**src/rtl/pmc_pkg.sv**
```systemverilog
package pmc_pkg;

    typedef enum logic [2:0] {
        ST_ACTIVE      = 3'd0,
        ST_SLEEP       = 3'd1,
        ST_STANDBY     = 3'd2,
        ST_WAIT_WAKE   = 3'd3,
        ST_WAIT_SWITCH = 3'd4
    } pmc_state_e;

    typedef enum logic [1:0] {
        MODE_ACTIVE  = 2'd0,
        MODE_SLEEP   = 2'd1,
        MODE_STANDBY = 2'd2,
        MODE_WAIT    = 2'd3
    } pmc_mode_e;

    localparam int CODE_W = 3;
    localparam int REG_W  = 8;

endpackage

```
**src/rtl/pmc_ctrl_reg.sv**
```systemverilog
module pmc_ctrl_reg
    import pmc_pkg::*;
(
    input  logic              clk,
    input  logic              rst_n,
    input  logic              we,
    input  logic [REG_W-1:0]  wdata,
    output logic [REG_W-1:0]  rdata,
    output logic              standby_sel,
    output logic [CODE_W-1:0] wait_code
);

    localparam int SEL_BIT  = REG_W - 1;
    localparam int CODE_LSB = SEL_BIT - CODE_W;
    localparam int RSVD_W   = CODE_LSB;

    logic              sel_q;
    logic [CODE_W-1:0] code_q;

    always_ff @(posedge clk or negedge rst_n) begin
        if (!rst_n) begin
            sel_q  <= 1'b0;
            code_q <= '0;
        end else if (we) begin
            sel_q  <= wdata[SEL_BIT];
            code_q <= wdata[SEL_BIT-1:CODE_LSB];
        end
    end

    assign rdata       = {sel_q, code_q, {RSVD_W{1'b0}}};
    assign standby_sel = sel_q;
    assign wait_code   = code_q;

endmodule

```
**src/rtl/pmc_wait_timer.sv**
```systemverilog
module pmc_wait_timer
    import pmc_pkg::*;
#(
    parameter int MAX_EXP = 16,
    parameter int MIN_EXP = 4
) (
    input  logic              clk,
    input  logic              rst_n,
    input  logic              start,
    input  logic [CODE_W-1:0] code,
    output logic              done
);

    localparam int NCODES = 1 << CODE_W;
    localparam int CNT_W  = MAX_EXP;

    function automatic logic [CNT_W-1:0] last_of(input logic [CODE_W-1:0] c);
        int e;
        e = MAX_EXP - (int'(c) * (MAX_EXP - MIN_EXP)) / (NCODES - 1);
        return CNT_W'((64'd1 << e) - 64'd1);
    endfunction

    logic [CNT_W-1:0] cnt_q;
    logic [CNT_W-1:0] last_q;
    logic             busy_q;

    always_ff @(posedge clk or negedge rst_n) begin
        if (!rst_n) begin
            cnt_q  <= '0;
            last_q <= '0;
            busy_q <= 1'b0;
        end else if (start) begin
            cnt_q  <= '0;
            last_q <= last_of(code);
            busy_q <= 1'b1;
        end else if (busy_q) begin
            if (cnt_q == last_q) begin
                busy_q <= 1'b0;
            end else begin
                cnt_q <= cnt_q + 1'b1;
            end
        end
    end

    assign done = busy_q && (cnt_q == last_q);

endmodule

```
**src/rtl/pmc_fsm.sv**
```systemverilog
module pmc_fsm
    import pmc_pkg::*;
(
    input  logic      clk,
    input  logic      rst_n,
    input  logic      sleep_req,
    input  logic      switch_req,
    input  logic      wake,
    input  logic      standby_sel,
    input  logic      timer_done,
    output logic      timer_start,
    output logic      cpu_halt,
    output logic      osc_en,
    output logic      clk_sel_ext,
    output pmc_mode_e mode
);

    pmc_state_e state_q, state_d;
    logic       sel_q, sel_d;

    always_ff @(posedge clk or negedge rst_n) begin
        if (!rst_n) begin
            state_q <= ST_ACTIVE;
            sel_q   <= 1'b0;
        end else begin
            state_q <= state_d;
            sel_q   <= sel_d;
        end
    end

    always_comb begin
        state_d = state_q;
        sel_d   = sel_q;
        unique case (state_q)
            ST_ACTIVE: begin
                if (sleep_req) begin
                    if (standby_sel) begin
                        state_d = ST_STANDBY;
                        sel_d   = 1'b0;
                    end else begin
                        state_d = ST_SLEEP;
                    end
                end else if (switch_req && !sel_q) begin
                    state_d = ST_WAIT_SWITCH;
                end
            end
            ST_SLEEP: begin
                if (wake) state_d = ST_ACTIVE;
            end
            ST_STANDBY: begin
                if (wake) state_d = ST_WAIT_WAKE;
            end
            ST_WAIT_WAKE, ST_WAIT_SWITCH: begin
                if (timer_done) begin
                    state_d = ST_ACTIVE;
                    sel_d   = 1'b1;
                end
            end
            default: state_d = ST_ACTIVE;
        endcase
    end

    assign timer_start = (state_q != ST_WAIT_WAKE) && (state_q != ST_WAIT_SWITCH) &&
                         ((state_d == ST_WAIT_WAKE) || (state_d == ST_WAIT_SWITCH));

    always_comb begin
        cpu_halt    = 1'b0;
        osc_en      = 1'b1;
        clk_sel_ext = sel_q;
        mode        = MODE_ACTIVE;
        unique case (state_q)
            ST_ACTIVE: begin
                mode = MODE_ACTIVE;
            end
            ST_SLEEP: begin
                cpu_halt = 1'b1;
                mode     = MODE_SLEEP;
            end
            ST_STANDBY: begin
                cpu_halt    = 1'b1;
                osc_en      = 1'b0;
                clk_sel_ext = 1'b0;
                mode        = MODE_STANDBY;
            end
            ST_WAIT_WAKE: begin
                cpu_halt    = 1'b1;
                clk_sel_ext = 1'b0;
                mode        = MODE_WAIT;
            end
            ST_WAIT_SWITCH: begin
                clk_sel_ext = 1'b0;
                mode        = MODE_WAIT;
            end
            default: begin
                mode = MODE_ACTIVE;
            end
        endcase
    end

endmodule

```
**src/rtl/pwr_mode_ctrl.sv**
```systemverilog
module pwr_mode_ctrl
    import pmc_pkg::*;
#(
    parameter int IRQ_W   = 4,
    parameter int MAX_EXP = 16,
    parameter int MIN_EXP = 4
) (
    input  logic             clk,
    input  logic             rst_n,
    input  logic             reg_we,
    input  logic [7:0]       reg_wdata,
    output logic [7:0]       reg_rdata,
    input  logic             sleep_req,
    input  logic             clk_switch_req,
    input  logic [IRQ_W-1:0] wake_irq,
    output logic             cpu_halt,
    output logic             osc_en,
    output logic             clk_sel_ext,
    output logic [1:0]       mode_o
);

    logic              standby_sel;
    logic [CODE_W-1:0] wait_code;
    logic              timer_start;
    logic              timer_done;
    pmc_mode_e         mode;

    pmc_ctrl_reg u_reg (
        .clk         (clk),
        .rst_n       (rst_n),
        .we          (reg_we),
        .wdata       (reg_wdata),
        .rdata       (reg_rdata),
        .standby_sel (standby_sel),
        .wait_code   (wait_code)
    );

    pmc_wait_timer #(
        .MAX_EXP (MAX_EXP),
        .MIN_EXP (MIN_EXP)
    ) u_timer (
        .clk   (clk),
        .rst_n (rst_n),
        .start (timer_start),
        .code  (wait_code),
        .done  (timer_done)
    );

    pmc_fsm u_fsm (
        .clk         (clk),
        .rst_n       (rst_n),
        .sleep_req   (sleep_req),
        .switch_req  (clk_switch_req),
        .wake        (|wake_irq),
        .standby_sel (standby_sel),
        .timer_done  (timer_done),
        .timer_start (timer_start),
        .cpu_halt    (cpu_halt),
        .osc_en      (osc_en),
        .clk_sel_ext (clk_sel_ext),
        .mode        (mode)
    );

    assign mode_o = mode;

endmodule

```
**config.mk**
```make
export PLATFORM = sky130hd
export DESIGN_NAME = pwr_mode_ctrl
export DESIGN_NICKNAME = d
export VERILOG_FILES = /design/src/rtl/pmc_pkg.sv /design/src/rtl/pmc_ctrl_reg.sv /design/src/rtl/pmc_wait_timer.sv /design/src/rtl/pmc_fsm.sv /design/src/rtl/pwr_mode_ctrl.sv
export SDC_FILE = /design/constraint.sdc
export NUM_CORES = 1
export LEC_CHECK = 0
export CAP_MARGIN = 15
export CORE_MARGIN = 2
export CORE_UTILIZATION = 44
export CTS_CLUSTER_DIAMETER = 30
export CTS_CLUSTER_SIZE = 30
export DETAILED_ROUTE_END_ITERATION = 12
export GPL_TIMING_DRIVEN = 0
export PLACE_DENSITY_LB_ADDON = 0.12
export RECOVER_POWER = 100
export SKIP_LAST_GASP = 1
export SYNTH_ARGS = -nofsm -noshare
export SYNTH_HDL_FRONTEND = slang
export SYNTH_SLANG_ARGS = --single-unit
```
**constraint.sdc**
```tcl
create_clock -name clk -period 8.5 [get_ports clk]
set_clock_uncertainty 0.1 [all_clocks]
set_input_delay 1.7 -clock clk [delete_from_list [all_inputs] [get_ports clk]]
set_output_delay 1.7 -clock clk [all_outputs]
set_load 0.1 [all_outputs]
```
# Yosys cells after proc, flatten, opt, wreduce, memory -nomap -nowiden
# Cells that the tools add are included.
dict set report op_classes {
  n_eq_ne 13
  n_div 1
  reduce_logical 15
  n_mul 1
  mux 21
  add_sub_neg 3
  shift 1
}
# operator count
set op_table {}
lappend op_table {{16-bit 2-to-1 mux} 3}
lappend op_table {{32-bit by 4-bit divider with 32-bit output, second input constant} 1}
lappend op_table {{1-bit by 32-bit << shifter with 16-bit output, first input constant} 1}
lappend op_table {{6-bit by 32-bit subtractor with 32-bit output, first input constant} 1}
lappend op_table {{16-bit by 1-bit adder with 16-bit output, second input constant} 1}
lappend op_table {{16-bit equality test} 1}
lappend op_table {{16-bit by 1-bit subtractor with 16-bit output, second input constant} 1}
lappend op_table {{3-bit 2-to-1 mux} 5}
lappend op_table {{3-bit one-hot mux with 4 select lines} 1}
lappend op_table {{3-bit by 2-bit equality test with 1-bit output, second input constant} 3}
lappend op_table {{1-bit 2-to-1 mux} 9}
lappend op_table {{3-bit equality test, second input constant} 2}
lappend op_table {{2-bit != test, second input constant} 3}
lappend op_table {{2-bit one-hot mux with 3 select lines} 1}
lappend op_table {{3-bit OR reduction} 2}
lappend op_table {{3-bit by 2-bit multiplier with 5-bit output, second input constant} 1}
lappend op_table {{1-bit logical AND} 4}
lappend op_table {{4-bit AND reduction} 1}
lappend op_table {{2-bit nonzero test} 2}
lappend op_table {{4-bit OR reduction} 1}
lappend op_table {{3-bit by 1-bit equality test with 1-bit output, second input constant} 1}
lappend op_table {{3-bit logical NOT} 1}
lappend op_table {{3-bit by 2-bit != test with 1-bit output, second input constant} 1}
lappend op_table {{3-bit != test, second input constant} 1}
lappend op_table {{other kinds (7)} 7}
dict set report word_totals {
  out_inout_bits 13
  reg_bits 41
  elab_cells 62
}

# Depth between registers and ports, before layout
dict set report logic_depth {
  ltp_word 10
  depth_mapped 33
  ltp_nobuf 31
}

# Modules after synthesis
# A second synthesis with hierarchy kept.
dict set report hier_totals {
  cells_unflattened 353
  hier_area_um2 3129.3
}
# module cells_per_inst area_each_um2 instances
set by_module_without_submodules {}
lappend by_module_without_submodules {pmc_wait_timer 299 2603.7 1}
lappend by_module_without_submodules {pmc_fsm 36 309.0 1}
lappend by_module_without_submodules {pmc_ctrl_reg 17 209.0 1}
lappend by_module_without_submodules {pwr_mode_ctrl 1 7.5 1}

# Least setup slack after synthesis
# No wires, ideal clock.
dict set report synth_timing {
  path_kind {reg2reg}
  from {reg u_reg.code_q[1], in the netlist u_reg.wait_code[1]}
  to {reg u_timer.last_q[6]}
  arrival_time_ps 7567
  path_slack_ps 752
  synth_period_minus_slack_ps 7748
  setup_ps 82
  stages_incl_launch_ff 32
  cell_sequence {dfrtp_1 inv_1 fa_1 xnor2_4 nand2b_2 nor2_1 ha_1 nor2_1 nand4_2 o211a_4 nor2_1 ha_1 buf_1 inv_1 nand2_1 a221oi_1 a211o_1 nor3_1 ha_1 nand2_1 or3_1 a21o_1 ha_1 a211oi_1 or4b_4 buf_6 nor2_1 nand2_1 ha_1 buf_2 or4_1 a31oi_1}
}
dict set report synth_via {
  elab_chain_cells 5
}
# element line_no
set synth_rtl {}
lappend synth_rtl {{start, declared} pmc_ctrl_reg.sv:18} ;# logic [CODE_W-1:0] code_q;
lappend synth_rtl {{start signal, assigned} pmc_ctrl_reg.sv:26} ;# code_q <= wdata[SEL_BIT-1:CODE_LSB];
lappend synth_rtl {{3-bit by 2-bit multiplier with 5-bit output} pmc_wait_timer.sv:19} ;# e = MAX_EXP - (int'(c) * (MAX_EXP - MIN_EXP)) / (NCODES - 1);
lappend synth_rtl {{32-bit by 4-bit divider with 32-bit output} pmc_wait_timer.sv:19}
lappend synth_rtl {{6-bit by 32-bit subtractor with 32-bit output} pmc_wait_timer.sv:19}
lappend synth_rtl {{1-bit by 32-bit << shifter with 16-bit output} pmc_wait_timer.sv:20} ;# return CNT_W'((64'd1 << e) - 64'd1);
lappend synth_rtl {{16-bit by 1-bit subtractor with 16-bit output} pmc_wait_timer.sv:20}
lappend synth_rtl {{end signal, assigned} pmc_wait_timer.sv:34} ;# last_q <= last_of(code);
lappend synth_rtl {{end, declared} pmc_wait_timer.sv:24} ;# logic [CNT_W-1:0] last_q;
# Every way passes these cells.
# A chain may end at the register's enable or synchronous reset.

# Worst setup path in the final report
dict set report layout_timing {
  from {reg u_reg.code_q[0], in the netlist u_reg.wait_code[0]}
  to {reg u_timer.last_q[6]}
}
# Same word-level chain as after synthesis.

==> metrics.md <==
| Metric | Value |
|---|---|
| Number of nets at the end of the flow | `423` |
| Fraction of layout cells with a size suffix above 1 | `0.0891` |
| Remaining DRCs | `0` |
| Estimated wirelength of the detail-placed design | `5440 um` |
| Period utilization | `0.920` |
| Top cells by area in the synthesized netlist | `sky130_fd_sc_hd__dfrtp_1 (33%), sky130_fd_sc_hd__xnor2_1 (7.6%), sky130_fd_sc_hd__nor2_1 (6.2%)` |
| Largest driver fanout on the critical path | `10` |
| Layout Area Growth over Synthesis | `16.1%` |
| Highest clock frequency the design can meet | `0.128 GHz` |
| Most common library cell in the layout ignoring fill and taps | `sky130_fd_sc_hd__nor2_1` |
| Min Clock Period, post-route | `7.82 ns` |
| Switching fraction of total power | `0.438` |
| Clock insertion delay at the later pin of the skew report | `0.29 ns` |
| Max H-tree Level | `2` |
| Switching power of the nets | `442 uW` |
| EDFF count, synth | `0` |
| Area of the die | `7740 um2` |
| Worst Tran Pin Value | `1.26 ns` |
| Detailed-route via count | `2675` |
| Detailed-route vias per instance | `5.47` |
| Wire length of the first global-routing pass | `11900 um` |
| I/O pin count | `30` |
| Internal Pwr Total | `568 uW` |
| Antenna-violating nets left | `0` |
| Logic gate share of total power | `0.522` |
| Slowest stage cell on the critical path | `sky130_fd_sc_hd__or4b_4` |
| Post-synthesis async set-or-reset flop share | `1.00` |
| Final standard cell area without fillers | `3600 um2` |
| Clock group share of total power | `0.185` |
| GRT Overall Usage | `0.193` |
| Number of hold violations in the final report | `0` |
| Sequential area share after synthesis | `0.331` |
| Worst rel slew slack | `0.158` |
| Pins Over Slew Limit | `0` |
| Die Ht | `88.0 um` |
| Number of distinct standard cells referenced by the synthesized netlist | `63` |
| Final sum of negative setup slack | `0 ns` |
| Maximum vdd drop | `0.139 mV` |
| Avg Cell Area, Syn | `8.66 um2` |
| Top layer used by detailed routing | `met4` |
| Vias in the first global route | `2455` |
| Clock buffers created by TritonCTS | `5` |
| Number of warnings reported in the yosys synthesis log | `0` |
| Endpoint arrival time on the critical path | `7.94 ns` |
| Run status | `complete, no violations` |
| Portion of total power attributed to sequential cells | `0.292` |
| Most repeated library cell on the critical path | `sky130_fd_sc_hd__ha_1` |
| Mapped Cells | `358` |
| Worst Hold Class | `register to register` |
| Initial Utilization | `0.457` |
| Number of antenna violations at the first check in global routing | `0` |
| Antenna diode instance count | `0` |
| Critical path class | `register to register` |
| Number of violations reported at the end of detailed-routing iteration 0 | `117` |
| Routed metal-1 wire length | `3450 um` |
| Total power | `1.01 mW` |
| Number of placement rows | `30` |
| Number of iterations in the first detailed-routing pass | `4` |
| Crit path required time | `8.62 ns` |
| Routability congestion estimate from global placement | `0.901` |
| Unrepaired setup endpoints after global routing | `false` |
| Placeable core area | `6790 um2` |
| Routed len/inst | `14.6 um` |
| Clock tree from TritonCTS | `done` |
| Commonest non-fill, non-tap cells in the layout | `sky130_fd_sc_hd__nor2_1 (51), sky130_fd_sc_hd__dfrtp_1 (41), sky130_fd_sc_hd__xnor2_1 (27)` |
| Number of storage elements in the synthesis netlist | `41` |
| Clock Tree Buf Depth | `2` |
| Buffers on Ports | `21` |
| Post-synthesis instance area | `3100 um2` |
| Leakage component of the power | `1.43 nW` |
| Kind of end point of the critical path | `register` |
| Number of violations of the max-capacitance limit | `0` |
| Fraction of post-synthesis cell area in the top cell type by area | `0.331` |
| Number of setup violations in the final report | `0` |
| Routed wire length on met3 | `248 um` |
| Horizontal extent of the die | `88.0 um` |
| Pin count of the biggest net entering global routing | `25` |
| Clock-pin slew of the registers on the worst-case setup and hold paths | `0.09 ns` |
| Cell area power density | `281 nW/um2` |
| Critical Path Source Type | `register` |
| Cell taking the most area after synthesis | `sky130_fd_sc_hd__dfrtp_1` |
| Overflow left after global routing | `0` |
| Final Routed Wirelength | `7150 um` |
| Most frequently used flop master after synthesis | `sky130_fd_sc_hd__dfrtp_1` |
| Detailed-routed wire length on met2 | `3390 um` |
| Area after detailed placement | `3470 um2` |
| TritonCTS Sinks | `41` |
| CP peak stage delay | `0.54 ns` |
| Clock tree root buffer cell | `sky130_fd_sc_hd__clkbuf_8` |
==> worst paths after layout <==
kind,start,end,slack [ns],cells after the start
max reg2reg,u_reg.wait_code[0],u_timer.last_q[6],0.68,32
max,u_reg.wait_code[0],u_timer.last_q[6],0.68,32
min,u_timer.last_q[15],u_timer.last_q[15],0.42,1
max in group asynchronous,rst_n,u_timer.busy_q,5.21,2
min reg2reg,u_timer.last_q[15],u_timer.last_q[15],0.42,1
min in group asynchronous,rst_n,u_timer.cnt_q[7],1.43,1
==> area by class of cell <==
class	instances	area, um2
clock buffer	5	68.8
timing repair buffer	24	223
buffer	19	101
fill	650	3190
inverter	13	48.8
clock inverter	3	68.8
tap	96	120
sequential	41	1030
multi-input combinational	288	1940
==> flip-flops by register name, summed over array words and instances, names as in the netlist <==
signal / count
u_timer.cnt_q: 16
u_reg.wait_code: 3
u_fsm.state_q: 3
u_fsm.sel_q: 1
u_reg.standby_sel: 1
u_timer.busy_q: 1
u_timer.last_q: 16
==> metrics by stage <==
stage / hold slack [ns] / util / setup WS [ns] / std cells
2_1_floorplan: 0.385 / - / 0.752 / 361
3_3_place_gp: 0.403 / 0.507 / 0.575 / 478
3_5_place_dp: 0.410 / 0.510 / 0.481 / 479
4_1_cts: 0.430 / 0.530 / 0.435 / 487
5_1_grt: 0.456 / 0.530 / 0.0716 / 489
6_report: 0.424 / 0.530 / 0.680 / 489
==> cell families after synthesis <==
family          Yosys count  share of synthesized area
flops                    41                      0.331
fa+ha+maj                15                     0.0621
simple gates            151                      0.252
xor+xnor                 39                      0.119
buf+inv                  32                     0.0484
other cells               1                    0.00121
mux                       3                     0.0101
compound gates           76                      0.177
==> worst max-delay path, delay by kind of cell, from the launching register on <==
| family | cells | cell delay [ns] |
|---|---|---|
| AO/OA/AOI/OAI | 6 | 1.25 |
| flip-flops | 1 | 0.48 |
| buffers and inverters | 6 | 1.08 |
| adder cells (fa/ha/maj) | 7 | 1.90 |
| AND/OR/NAND/NOR | 13 | 2.92 |
==> layer usage <==
metal  vias to the layer above  track usage
li1                       1353            -
met1                      1255        0.273
met2                        63        0.309
met3                         4       0.0273
met4                         0       0.0517
met5                         -            0
==> repair_timing <==
item / in CTS / in global routing
endpoints found under the setup margin: 0 / 5
hold buffers: 0 / 0
buffers inserted: 0 / 2
gates resized for setup: 0 / 2
==> synth_stat cells (4+ instances only) <==
master / number
sky130_fd_sc_hd__nor2_1: 51
sky130_fd_sc_hd__nand3_1: 11
sky130_fd_sc_hd__a31oi_1: 11
sky130_fd_sc_hd__a21oi_1: 12
sky130_fd_sc_hd__o211ai_1: 5
sky130_fd_sc_hd__nand2b_1: 5
sky130_fd_sc_hd__nor3_1: 10
sky130_fd_sc_hd__nor4_1: 7
sky130_fd_sc_hd__nor2b_1: 4
sky130_fd_sc_hd__nand4_1: 8
sky130_fd_sc_hd__clkbuf_1: 9
sky130_fd_sc_hd__buf_4: 5
sky130_fd_sc_hd__or4_1: 5
sky130_fd_sc_hd__xor2_1: 10
sky130_fd_sc_hd__o21ai_0: 15
sky130_fd_sc_hd__and3_1: 6
sky130_fd_sc_hd__nand2_1: 24
sky130_fd_sc_hd__ha_1: 13
sky130_fd_sc_hd__dfrtp_1: 41
sky130_fd_sc_hd__inv_1: 13
sky130_fd_sc_hd__or3_1: 9
sky130_fd_sc_hd__xnor2_1: 27
==> power groups by stage <==
stage          Combinational [mW]  Sequential [mW]  Clock [mW]
2_1_floorplan               0.404            0.293           0
3_3_place_gp                0.520            0.298           0
3_5_place_dp                0.520            0.298           0
4_1_cts                     0.522            0.295       0.191
5_1_grt                     0.583            0.303       0.202
6_report                    0.527            0.295       0.187
Power figures use the tool's default switching activity.
